`config.mk`:
```
export PLATFORM = sky130hd
export DESIGN_NAME = ptp_time_counter
export DESIGN_NICKNAME = d
export VERILOG_FILES = /design/src/rtl/ptp_tc_pkg.sv /design/src/rtl/ptp_tc_regdec.sv /design/src/rtl/ptp_tc_accum.sv /design/src/rtl/ptp_tc_rdport.sv /design/src/rtl/ptp_time_counter.sv
export SDC_FILE = /design/constraint.sdc
export NUM_CORES = 1
export LEC_CHECK = 0
export ABC_AREA = 0
export ABC_CLOCK_PERIOD_IN_PS = 4860
export BUFFER_PORTS_ARGS = -buffer_cell sky130_fd_sc_hd__buf_4
export CORE_MARGIN = 4
export CORE_UTILIZATION = 40
export CTS_CLUSTER_DIAMETER = 120
export DETAILED_ROUTE_END_ITERATION = 10
export SLEW_MARGIN = 20
export SYNTH_ARGS = -nofsm -noshare
export SYNTH_HDL_FRONTEND = slang
export SYNTH_SLANG_ARGS = --single-unit
```
`constraint.sdc`:
```
create_clock -name clk -period 4.86 [get_ports clk]
set_clock_uncertainty 0.2 [all_clocks]
set_input_delay 0.729 -clock clk [delete_from_list [all_inputs] [get_ports clk]]
set_output_delay 0.729 -clock clk [all_outputs]
set_load 0.005 [all_outputs]
```
`src/rtl/ptp_tc_pkg.sv`:
```
// Shared definitions for the time-of-day counter: register offsets and the
// register-select type produced by the address decoder.
// Assumes byte offsets fit in the address width of the instantiating block.
package ptp_tc_pkg;

    localparam int unsigned OFF_CTRL = 32'h0000_0F00;
    localparam int unsigned OFF_FRAC = 32'h0000_0F08;
    localparam int unsigned OFF_NS   = 32'h0000_0F10;
    localparam int unsigned OFF_STEP = 32'h0000_0F18;

    typedef enum logic [2:0] {
        SEL_NONE = 3'd0,
        SEL_CTRL = 3'd1,
        SEL_FRAC = 3'd2,
        SEL_NS   = 3'd3,
        SEL_STEP = 3'd4
    } reg_sel_e;

endpackage

```
`src/rtl/ptp_tc_regdec.sv`:
```
// Address decoder: maps a request byte offset onto one of the four registers,
// or SEL_NONE for any unmapped offset. Purely combinational.
module ptp_tc_regdec
    import ptp_tc_pkg::*;
#(
    parameter int ADDR_W = 12
) (
    input  logic [ADDR_W-1:0] addr,
    output reg_sel_e          sel
);

    // Compare the offset against each mapped register.
    always_comb begin
        if (addr == ADDR_W'(OFF_CTRL))      sel = SEL_CTRL;
        else if (addr == ADDR_W'(OFF_FRAC)) sel = SEL_FRAC;
        else if (addr == ADDR_W'(OFF_NS))   sel = SEL_NS;
        else if (addr == ADDR_W'(OFF_STEP)) sel = SEL_STEP;
        else                                sel = SEL_NONE;
    end

endmodule

```
`src/rtl/ptp_tc_accum.sv`:
```
// Time accumulator: holds whole nanoseconds and a binary fraction. While
// enabled it adds the fixed-point step every cycle, with the fraction carry
// rippling into the nanosecond word and the total wrapping modulo 2^(NS_W+FRAC_W).
// A load of either word wins over that cycle's step; the other word holds.
// Assumes NS_W >= FRAC_W and that the step is no wider than the accumulator.
module ptp_tc_accum #(
    parameter int NS_W   = 64,
    parameter int FRAC_W = 32,
    parameter int STEP_W = 64
) (
    input  logic              clk,
    input  logic              rst_n,
    input  logic              run_en,
    input  logic              ld_ns,
    input  logic              ld_frac,
    input  logic [NS_W-1:0]   ld_val,
    input  logic [STEP_W-1:0] step,
    output logic [NS_W-1:0]   ns_q,
    output logic [FRAC_W-1:0] frac_q
);

    localparam int ACC_W = NS_W + FRAC_W;

    logic [ACC_W-1:0] acc_now;
    logic [ACC_W-1:0] acc_next;

    // Join both words and add the zero-extended step.
    always_comb begin
        acc_now  = {ns_q, frac_q};
        acc_next = acc_now + ACC_W'(step);
    end

    // Update time: reset, then loads, then the per-cycle step.
    always_ff @(posedge clk) begin
        if (!rst_n) begin
            ns_q   <= '0;
            frac_q <= '0;
        end else if (ld_ns || ld_frac) begin
            if (ld_ns)   ns_q   <= ld_val;
            if (ld_frac) frac_q <= ld_val[FRAC_W-1:0];
        end else if (run_en) begin
            ns_q   <= acc_next[ACC_W-1:FRAC_W];
            frac_q <= acc_next[FRAC_W-1:0];
        end
    end

endmodule

```
`src/rtl/ptp_tc_rdport.sv`:
```
// Read port: selects the addressed register, registers the answer one cycle
// after the request, and keeps the nanosecond capture taken on a fraction
// read. The capture is consumed by the next nanosecond read; without a
// pending capture a nanosecond read returns the live word.
// Assumes DATA_W is at least as wide as every register it returns.
module ptp_tc_rdport
    import ptp_tc_pkg::*;
#(
    parameter int DATA_W = 64,
    parameter int NS_W   = 64,
    parameter int FRAC_W = 32,
    parameter int STEP_W = 64
) (
    input  logic              clk,
    input  logic              rst_n,
    input  logic              rd_req,
    input  reg_sel_e          sel,
    input  logic [DATA_W-1:0] ctrl_q,
    input  logic [FRAC_W-1:0] frac_q,
    input  logic [NS_W-1:0]   ns_q,
    input  logic [STEP_W-1:0] step_q,
    output logic              rsp_valid,
    output logic [DATA_W-1:0] rsp_rdata
);

    logic [NS_W-1:0]   cap_q;
    logic              cap_pend_q;
    logic [DATA_W-1:0] rd_val;

    // Pick the value of the addressed register.
    always_comb begin
        unique case (sel)
            SEL_CTRL: rd_val = ctrl_q;
            SEL_FRAC: rd_val = DATA_W'(frac_q);
            SEL_NS:   rd_val = cap_pend_q ? DATA_W'(cap_q) : DATA_W'(ns_q);
            SEL_STEP: rd_val = DATA_W'(step_q);
            default:  rd_val = '0;
        endcase
    end

    // Register the response one cycle after the read request.
    always_ff @(posedge clk) begin
        if (!rst_n) begin
            rsp_valid <= 1'b0;
            rsp_rdata <= '0;
        end else begin
            rsp_valid <= rd_req;
            rsp_rdata <= rd_req ? rd_val : '0;
        end
    end

    // Capture the nanosecond word on a fraction read; consume on a ns read.
    always_ff @(posedge clk) begin
        if (!rst_n) begin
            cap_q      <= '0;
            cap_pend_q <= 1'b0;
        end else if (rd_req && sel == SEL_FRAC) begin
            cap_q      <= ns_q;
            cap_pend_q <= 1'b1;
        end else if (rd_req && sel == SEL_NS) begin
            cap_pend_q <= 1'b0;
        end
    end

endmodule

```
`src/rtl/ptp_time_counter.sv`:
```
// Top of the time-of-day counter. Holds the control and step registers,
// decodes single-cycle register requests, and connects the accumulator and
// the read port. Bit 0 of the control register gates the per-cycle step.
// Assumes one request per cycle at most and a synchronous active-low reset.
module ptp_time_counter
    import ptp_tc_pkg::*;
#(
    parameter int ADDR_W   = 12,
    parameter int DATA_W   = 64,
    parameter int NS_W     = 64,
    parameter int FRAC_W   = 32,
    parameter int STEP_INT = 32
) (
    input  logic              clk,
    input  logic              rst_n,
    input  logic              req_valid,
    input  logic              req_write,
    input  logic [ADDR_W-1:0] req_addr,
    input  logic [DATA_W-1:0] req_wdata,
    output logic              rsp_valid,
    output logic [DATA_W-1:0] rsp_rdata,
    output logic [NS_W-1:0]   ts_ns
);

    localparam int STEP_W = STEP_INT + FRAC_W;

    reg_sel_e          sel;
    logic              wr_req;
    logic              rd_req;
    logic [DATA_W-1:0] ctrl_q;
    logic [STEP_W-1:0] step_q;
    logic              run_en;
    logic [NS_W-1:0]   ns_q;
    logic [FRAC_W-1:0] frac_q;
    logic              ld_ns;
    logic              ld_frac;

    // Split the request into read and write strobes.
    always_comb begin
        wr_req  = req_valid && req_write;
        rd_req  = req_valid && !req_write;
        ld_ns   = wr_req && (sel == SEL_NS);
        ld_frac = wr_req && (sel == SEL_FRAC);
        run_en  = ctrl_q[0];
    end

    ptp_tc_regdec #(.ADDR_W(ADDR_W)) u_dec (
        .addr (req_addr),
        .sel  (sel)
    );

    // Control and step registers: reset to zero, loaded by writes.
    always_ff @(posedge clk) begin
        if (!rst_n) begin
            ctrl_q <= '0;
            step_q <= '0;
        end else if (wr_req) begin
            if (sel == SEL_CTRL) ctrl_q <= req_wdata;
            if (sel == SEL_STEP) step_q <= req_wdata[STEP_W-1:0];
        end
    end

    ptp_tc_accum #(
        .NS_W   (NS_W),
        .FRAC_W (FRAC_W),
        .STEP_W (STEP_W)
    ) u_acc (
        .clk     (clk),
        .rst_n   (rst_n),
        .run_en  (run_en),
        .ld_ns   (ld_ns),
        .ld_frac (ld_frac),
        .ld_val  (req_wdata[NS_W-1:0]),
        .step    (step_q),
        .ns_q    (ns_q),
        .frac_q  (frac_q)
    );

    ptp_tc_rdport #(
        .DATA_W (DATA_W),
        .NS_W   (NS_W),
        .FRAC_W (FRAC_W),
        .STEP_W (STEP_W)
    ) u_rd (
        .clk       (clk),
        .rst_n     (rst_n),
        .rd_req    (rd_req),
        .sel       (sel),
        .ctrl_q    (ctrl_q),
        .frac_q    (frac_q),
        .ns_q      (ns_q),
        .step_q    (step_q),
        .rsp_valid (rsp_valid),
        .rsp_rdata (rsp_rdata)
    );

    assign ts_ns = ns_q;

endmodule

```
* After elaboration in Yosys (flattened, before gate mapping)
Cells that the tools add are included.
** Word-level totals
- Input port bits :: 80
- Memory bits (read-only) :: 0
- Latch bits :: 0
- Bits in registers :: 354
- Output and inout port bits :: 129
- RAM bits :: 0
- Word-level logic and storage cells :: 48
- Memories :: 0
** Cells by class
- Add/subtract/negate cells :: 1
- Reduce and logical (&&, ||, !) cells :: 15
- Shift-type cells :: 0
- Eq/ne operators :: 10
- Bitwise operators :: 0
- Magnitude comparators :: 0
- Multiply operators :: 0
- Div/mod/pow operators :: 0
- Mux-type cells :: 14
** Operator list (count)
- 2-to-1 mux 64 bit :: 4
- case mux 64 bit (4 select lines) :: 1
- adder 96 x 64 -> 96 bit :: 1
- 2-to-1 mux 32 bit :: 3
- == test 12 bit (second input constant) :: 4
- 2-to-1 mux 3 bit :: 4
- AND reduction 2 bit :: 5
- == test 3 x 2 -> 1 bit (second input constant) :: 2
- logical AND 1 bit :: 6
- != test 2 x 1 -> 1 bit (second input constant) :: 2
- nonzero test 2 bit :: 2
- == test 3 x 1 -> 1 bit (second input constant) :: 1
- == test 3 bit (second input constant) :: 1
- 2-to-1 mux 1 bit :: 2
- logical NOT 1 bit :: 1
- logical OR 1 bit :: 1

* Longest topological paths before layout
Gate-level depths: netlist of run 1.
- Depth after elaboration :: 10
- Mapped depth :: 14
- Depth with buffers taken out :: 13

* Hierarchy
Synthesis of run 1 repeated with hierarchy kept, for this count alone.
** Second synthesis, totals
- Cell total of the unflattened synthesis :: 2470
- Area, all modules :: 20323.2 um2
** Modules (own cells, without submodules)
- ptp_tc_accum :: area an instance 8458.1 um2, instances 1, seq. area each 1921.8 um2, cells each 1172
- ptp_tc_rdport :: area an instance 6896.6 um2, instances 1, seq. area each 2602.5 um2, cells each 796
- ptp_time_counter :: area an instance 4888.4 um2, instances 1, seq. area each 2562.5 um2, cells each 491
- ptp_tc_regdec :: area an instance 80.1 um2, instances 1, seq. area each 0.0 um2, cells each 11

* Worst setup path before layout of run 1
Ideal clock, no wire load.
- Path kind :: reg-to-reg
- From :: register step_q[0]
- To :: register u_acc.ns_q[62]
- Clock period less this slack :: 3278 ps
- Arrival time :: 2959 ps
- Cell stages (with the launch flop) :: 14
- Library setup time :: 119 ps
- Setup slack :: 1582 ps
- Data required time :: 4541 ps
- Buffers on the path :: 0
- Cell sequence :: dfxtp_1 > ha_1 > inv_1 > fa_1 > nor2b_1 > o2111a_1 > o21ai_0 > a211oi_2 > o311ai_2 > a31oi_4 > nand2_4 > or3_1 > o22a_1 > o221a_1
** On the way
- Longest elaborated chain between the ends :: 3
** Ends and longest elaborated chain
- start: declaration :: RTL line ptp_time_counter.sv:31 : logic [STEP_W-1:0] step_q;
- start signal: assignment :: RTL line ptp_time_counter.sv:59 : if (sel == SEL_STEP) step_q <= req_wdata[STEP_W-1:0];
- adder 96 x 64 -> 96 bit :: RTL line ptp_tc_accum.sv:30 : acc_next = acc_now + ACC_W'(step);
- 2-to-1 mux 64 bit :: RTL line ptp_tc_accum.sv:41 : end else if (run_en) begin
- 2-to-1 mux 64 bit :: RTL line ptp_tc_accum.sv:38 : end else if (ld_ns || ld_frac) begin
- end signal: assignment :: RTL line ptp_tc_accum.sv:39 : if (ld_ns) ns_q <= ld_val;
- end signal: assignment :: RTL line ptp_tc_accum.sv:42 : ns_q <= acc_next[ACC_W-1:FRAC_W];
- end: declaration :: RTL line ptp_tc_accum.sv:18 : output logic [NS_W-1:0] ns_q,
Every way passes these cells. The select of a mux whose other input is x is not followed.
A chain may end at the register's enable or synchronous reset.

* Worst setup path after layout of run 1
- From :: register step_q[0]
- To :: register u_acc.ns_q[24]
Same word-level chain as after synthesis.

==> results.json, run 1 <==
{
  "grt_pass1_wl_um": 113000,
  "clock-sinks": 354,
  "path_class": "flop to flop",
  "p_switching_mw": 1.36,
  "combPwrFrac_pct": 2.5,
  "reg2reg_to": "u_acc.ns_q[24]",
  "period_needed_ns": 4.21,
  "critPathLaunch": "step_q[0]",
  "power_density_nw_per_um2": 275,
  "hp-class": "input port to flop",
  "clk_latency_ns": 0.58,
  "drtIter0Drc": 2022,
  "ir_drop_mv": 0.184,
  "crit_path_max_fanout": 4,
  "tns_ns": 0,
  "grtUsageTotal_pct": 29.1,
  "ctsResizeCount": 0,
  "p_total_mw": 6.00,
  "final_common_cell": "nand2_1",
  "synthMuxAreaShare_pct": 3.58,
  "fin_ws_ns": 0.653,
  "cts_hold_buf": 0,
  "cts-root-buf": "clkbuf_16",
  "core_um2": 45600,
  "hpwl_um": 53600,
  "synth.distinct_cells": 77,
  "synth_area_per_cell_um2": 7.49,
  "crit_path_end_kind": "flop",
  "worst_slew_margin_rel_pct": 26.3,
  "slowest_delay_ns": 0.64,
  "fin_crit_sh_pct": 86.6,
  "r2r_cells": 13,
  "min_to": "u_acc.ns_q[55]",
  "ys_seq_elements": 354,
  "yosys.area_share.xor_xnor_pct": 2.55,
  "max_slew.worst_pin.slew_ns": 1.11,
  "intPower_mw": 4.63,
  "antenna_found_initial": 3,
  "preCtsSetupSlack_ns": 0.773,
  "rows": 78,
  "synthArstFlopShare_pct": 0,
  "swShare_pct": 22.7,
  "fmax_mhz": 238,
  "power.leakage_nw": 7.54,
  "synthCells": 2476,
  "num_vias": 19203,
  "drt-pass1-iter-count": 5,
  "drive_gt1_share_pct": 13.6,
  "rsz0062_at_grt": "false",
  "grt_remaining_overflow": 0,
  "start_util_pct": 40.7,
  "io_pins": 209,
  "routed_wl_um": 75800,
  "setup_violations": 0,
  "reg2reg_slack_ns": 0.65,
  "syn-num-nets": 2621,
  "cts_setup_buffers": 0,
  "areaGrowthSynthToFinish_pct": 17.5,
  "syn-cell-area_um2": 18500,
  "status": "complete, no violations",
  "min-delay-start": "req_wdata[55]",
  "place_congestion": 1.00,
  "fp.dieW_um": 223,
  "finalHoldViolations": 0,
  "io_buffers": 208,
  "ys.flop_type": "dfxtp_1",
  "crit_arrival_ns": 4.51,
  "regToRegStartpoint": "step_q[0]",
  "layout_common_cells": "nand2_1 (592), dfxtp_1 (353), a21oi_1 (342)",
  "p_clk_share_pct": 49.0,
  "synth.top_cell.area_share_pct": 38.2,
  "synthTopCellsByArea": "dfxtp_1 (38%), nand2_1 (12%), a21oi_1 (9.3%), ha_1 (4.3%), o21ai_0 (4.0%)",
  "grt_pass1_vias": 17949,
  "synth_compound_area_share_pct": 25.4,
  "grt_start_max_net_pins": 114,
  "htree_levels": 2,
  "synth_top_family_by_area": "compound AO/OA/AOI/OAI gates",
  "synth_fa_ha_area_share_pct": 4.43,
  "postLayoutCoreUtil_pct": 47.8,
  "required_ns": 5.17,
  "drtAntennaViolNets": 0,
  "cts_tree": "done",
  "yosysWarnings": 0,
  "synth_edf_count": 0,
  "yosys.area_share.simple_pct": 21.3,
  "critical-path-slowest-cell": "a211oi_1",
  "path_clk_slew_ns": 0.06,
  "ctsLongestPathBuffers": 3,
  "wl_per_cell_um": 23.7,
  "drc": 0,
  "die_area_um2": 49900,
  "hold-path-cell-count": 3,
  "synth_top_area_cell": "dfxtp_1",
  "startpoint_type": "flop",
  "cts_made_buffers": 40,
  "slew_viol_final": 0,
  "layoutNonFillerInstCount": 3203,
  "drv_cap": 0,
  "crit_chain": "ha_1, inv_1, fa_1, nor2b_1, o2111a_1, o2111ai_1, a211oi_1, o21ai_0, o21ai_1, o21a_1, nor3_1, o311ai_1, o211a_1",
  "dieHeight_um": 223,
  "ys_seq_area_share_pct": 38.2,
  "finalNetCount": 2719,
  "dp.cells": 3132,
  "vias_per_cell": 6.00,
  "p_seq_share_pct": 48.5
}
## layer usage
metal	part of all wire, %	GRT usage [%]	vias up
met4	3.4	10.1	0
met3	9.3	7.13	127
met2	44	44.5	861
met5	0	0	-
met1	43	40.1	9248
li1	-	-	8967
## cells by family (layout without fill, tap and decap cells)
logic type,count (synthesis),after routing
mux,65,65
simple gates,947,947
buf+inv,218,342
compound gates,773,773
flops,354,354
xor+xnor,54,54
fa+ha+maj,65,65
other cells,0,3
## worst max path at each step
stage,to,depth (start not counted)
floorplan,u_acc.ns_q[62],13
global placement,u_acc.ns_q[24],11
detailed placement,u_acc.ns_q[24],11
CTS,u_acc.ns_q[62],13
global route,u_acc.ns_q[54],13
finish,u_acc.ns_q[24],13
## cell type report
cell class	count	area, um2
flip-flops and latches	354	7090
fillers	4520	23800
diodes	3	7.51
repair buffers	248	1920
well taps	600	751
clock buffers	56	1170
inverters	26	103
multi-input cells	1904	10700
clock inverters	12	71.3
## sequential cells by signal, summed over array words and instances (netlist names)
register	flops
ctrl_q	64
step_q	64
u_acc.ns_q	64
u_rd.cap_q	64
u_rd.rsp_rdata	64
u_acc.frac_q	32
u_rd.cap_pend_q	1
u_rd.rsp_valid	1
## cell usage after synthesis (15+ instances only)
cell type,instances
nand2_1,594
dfxtp_1,354
a21oi_1,343
nor2_1,173
clkbuf_1,165
o21ai_0,149
ha_1,64
a31oi_1,63
mux2i_1,54
a221oi_1,42
nand3_1,41
nand4_1,38
xnor2_1,36
nor3_1,29
inv_1,25
a21o_1,20
buf_2,18
xor2_1,18
a22oi_1,16
a211oi_1,15
## through the flow
step | instance area, um2 | hold WS [ns]
4_1_cts | 21800 | 0.185
5_1_grt | 21800 | 0.191
2_1_floorplan | 18500 | 0.231
6_report | 21800 | 0.201
3_5_place_dp | 20500 | 0.243
3_3_place_gp | 20500 | 0.237
## power by group through the flow
| stage | Combinational (mW) | Sequential, mW | Clock (mW) |
|---|---|---|---|
| floorplan | 0.0452 | 2.97 | 0 |
| global placement | 0.147 | 2.97 | 0 |
| detailed placement | 0.147 | 2.97 | 0 |
| CTS | 0.147 | 2.91 | 2.98 |
| global route | 0.157 | 2.90 | 3.10 |
| finish | 0.150 | 2.91 | 2.94 |
## worst max-delay path, delay by kind of cell (launching register included)
kind | cells | cell delay, ns
flip-flops | 1 | 0.35
AND/OR/NAND/NOR | 2 | 0.30
AO/OA/AOI/OAI | 8 | 2.63
buffers and inverters | 1 | 0.07
adder cells (fa/ha/maj) | 2 | 0.58
No activity file was read; power rests on OpenSTA's default activity.
==> run 2: changes to the inputs <==
- PLACE_DENSITY: not set -> 0.62
==> run 2 against run 1 <==
Against the previous run:
- worst setup slack improved by 0.030 ns
- die area did not move
- cell count rose by 0.34%
- critical path type unchanged
- via count rose by 1.1%
- hold slack improved by 0.014 ns
- global-route usage rose by 0.52 points
- design area rose by 0.98%
- non-clock buffer count rose by 5
- register-to-register slack improved by 0.03 ns
- critical path depth did not move
- first-iteration DRC count rose by 5.4%
==> results.json, run 2 (synthesis gave the netlist of run 1 again) <==
{
  "drtAntennaViolNets": 0,
  "drc": 0,
  "fmax_mhz": 239,
  "finalHoldViolations": 0,
  "cts_hold_buf": 0,
  "crit_chain": "ha_1, inv_1, fa_1, nor2b_1, o2111a_1, o21ai_0, a211oi_2, o311ai_2, a31oi_4, and2_1, nand3_1, o211ai_1, o311ai_0",
  "drive_gt1_share_pct": 13.8,
  "routed_wl_um": 77200,
  "drtIter0Drc": 2131,
  "period_needed_ns": 4.18,
  "power_density_nw_per_um2": 289,
  "cts-root-buf": "clkbuf_16",
  "ctsResizeCount": 0,
  "grt_remaining_overflow": 0,
  "dieHeight_um": 223,
  "vias_per_cell": 6.04,
  "path_class": "flop to flop",
  "fp.dieW_um": 223,
  "slowest_delay_ns": 0.46,
  "required_ns": 5.07,
  "ctsLongestPathBuffers": 3,
  "die_area_um2": 49900,
  "io_buffers": 208,
  "start_util_pct": 40.7,
  "drv_cap": 0,
  "fin_crit_sh_pct": 86.0,
  "clock-sinks": 354,
  "crit_path_max_fanout": 9,
  "clk_latency_ns": 0.58,
  "crit_arrival_ns": 4.39,
  "drt-pass1-iter-count": 6,
  "placed_area_um2": 20600,
  "num_vias": 19409,
  "tns_ns": 0,
  "rows": 78,
  "slew_viol_final": 0,
  "cts_made_buffers": 41,
  "grt_pass1_vias": 18084,
  "startpoint_type": "flop",
  "cts_tree": "done",
  "antenna_found_initial": 3,
  "max_slew.worst_pin.slew_ns": 1.10,
  "setup_violations": 0,
  "areaGrowthSynthToFinish_pct": 18.7,
  "grt_pass1_wl_um": 115000,
  "wl_per_cell_um": 24.0,
  "final_common_cell": "nand2_1",
  "htree_levels": 2,
  "hp-class": "input port to flop",
  "place_congestion": 0.970,
  "grtUsageTotal_pct": 29.6,
  "layout_common_cells": "nand2_1 (592), dfxtp_1 (353), a21oi_1 (342)",
  "critical-path-slowest-cell": "and2_1",
  "ir_drop_mv": 0.205,
  "status": "complete, no violations",
  "io_pins": 209,
  "crit_path_end_kind": "flop",
  "cts_setup_buffers": 0,
  "hpwl_um": 54200,
  "core_um2": 45600,
  "rsz0062_at_grt": "false",
  "fin_area_um2": 22000,
  "power.leakage_nw": 7.64,
  "worst_slew_margin_rel_pct": 27.0,
  "finalNetCount": 2725,
  "path_clk_slew_ns": 0.06,
  "grt_start_max_net_pins": 95
}
run 2: cell count changes in the layout (fill, tap and decap cells not counted), sizes merged:
| cell | delta |
|---|---|
| clkinv | -1 |
| bufinv | +5 |
| inv | -2 |
| buf | +5 |
| clkbuf | +3 |
| clkinvlp | +1 |
run 2: worst paths after layout:
check	start	to	slack, ns	cells after the start
setup / recovery	u_acc.frac_q[0]	u_acc.ns_q[54]	0.68	13
hold / removal	req_wdata[55]	u_acc.ns_q[55]	0.22	3
setup reg to reg	u_acc.frac_q[0]	u_acc.ns_q[54]	0.68	13
hold reg to reg	ctrl_q[61]	ctrl_q[61]	0.25	2
run 2: through the flow:
stage	setup WS, ns	std cells	util, %	power [mW]	hold slack [ns]
detailed placement	0.707	3137	45.1	3.12	0.244
floorplan	1.58	2476	-	3.01	0.231
CTS	0.759	3211	48.3	6.38	0.195
global placement	0.838	3137	45.1	3.12	0.237
global route	0.414	3213	48.3	6.50	0.211
finish	0.683	3214	48.3	6.35	0.215
run 2: critical path: cells and delay by family (launching register included):
family / cells / cell delay, ns
flip-flops: 1 / 0.37
adder cells (fa/ha/maj): 2 / 0.57
buffers and inverters: 1 / 0.06
AO/OA/AOI/OAI: 7 / 1.95
AND/OR/NAND/NOR: 3 / 0.85
run 2: power by group:
group	total, mW	switching [mW]	internal (mW)
sequential	2.91	0.00410	2.90
combinational	0.151	0.0970	0.0535
clock	3.29	1.30	1.99
run 2: area by class of cell:
cell class,count,area (um2)
Fill cell,4447,23600
Clock inverter,15,213
Sequential cell,354,7090
Inverter,26,103
Antenna cell,3,7.51
Multi-Input combinational cell,1904,10700
Tap cell,600,751
Clock buffer,59,1210
Timing Repair Buffer,253,1960
run 2: layer usage:
| layer | up-vias | track usage [%] | wire (um) |
|---|---|---|---|
| met5 | - | 0 | 13 |
| met4 | 2 | 9.60 | 2620 |
| met3 | 144 | 7.74 | 7310 |
| met2 | 921 | 46.3 | 34300 |
| met1 | 9341 | 40.0 | 32900 |
| li1 | 9001 | - | - |
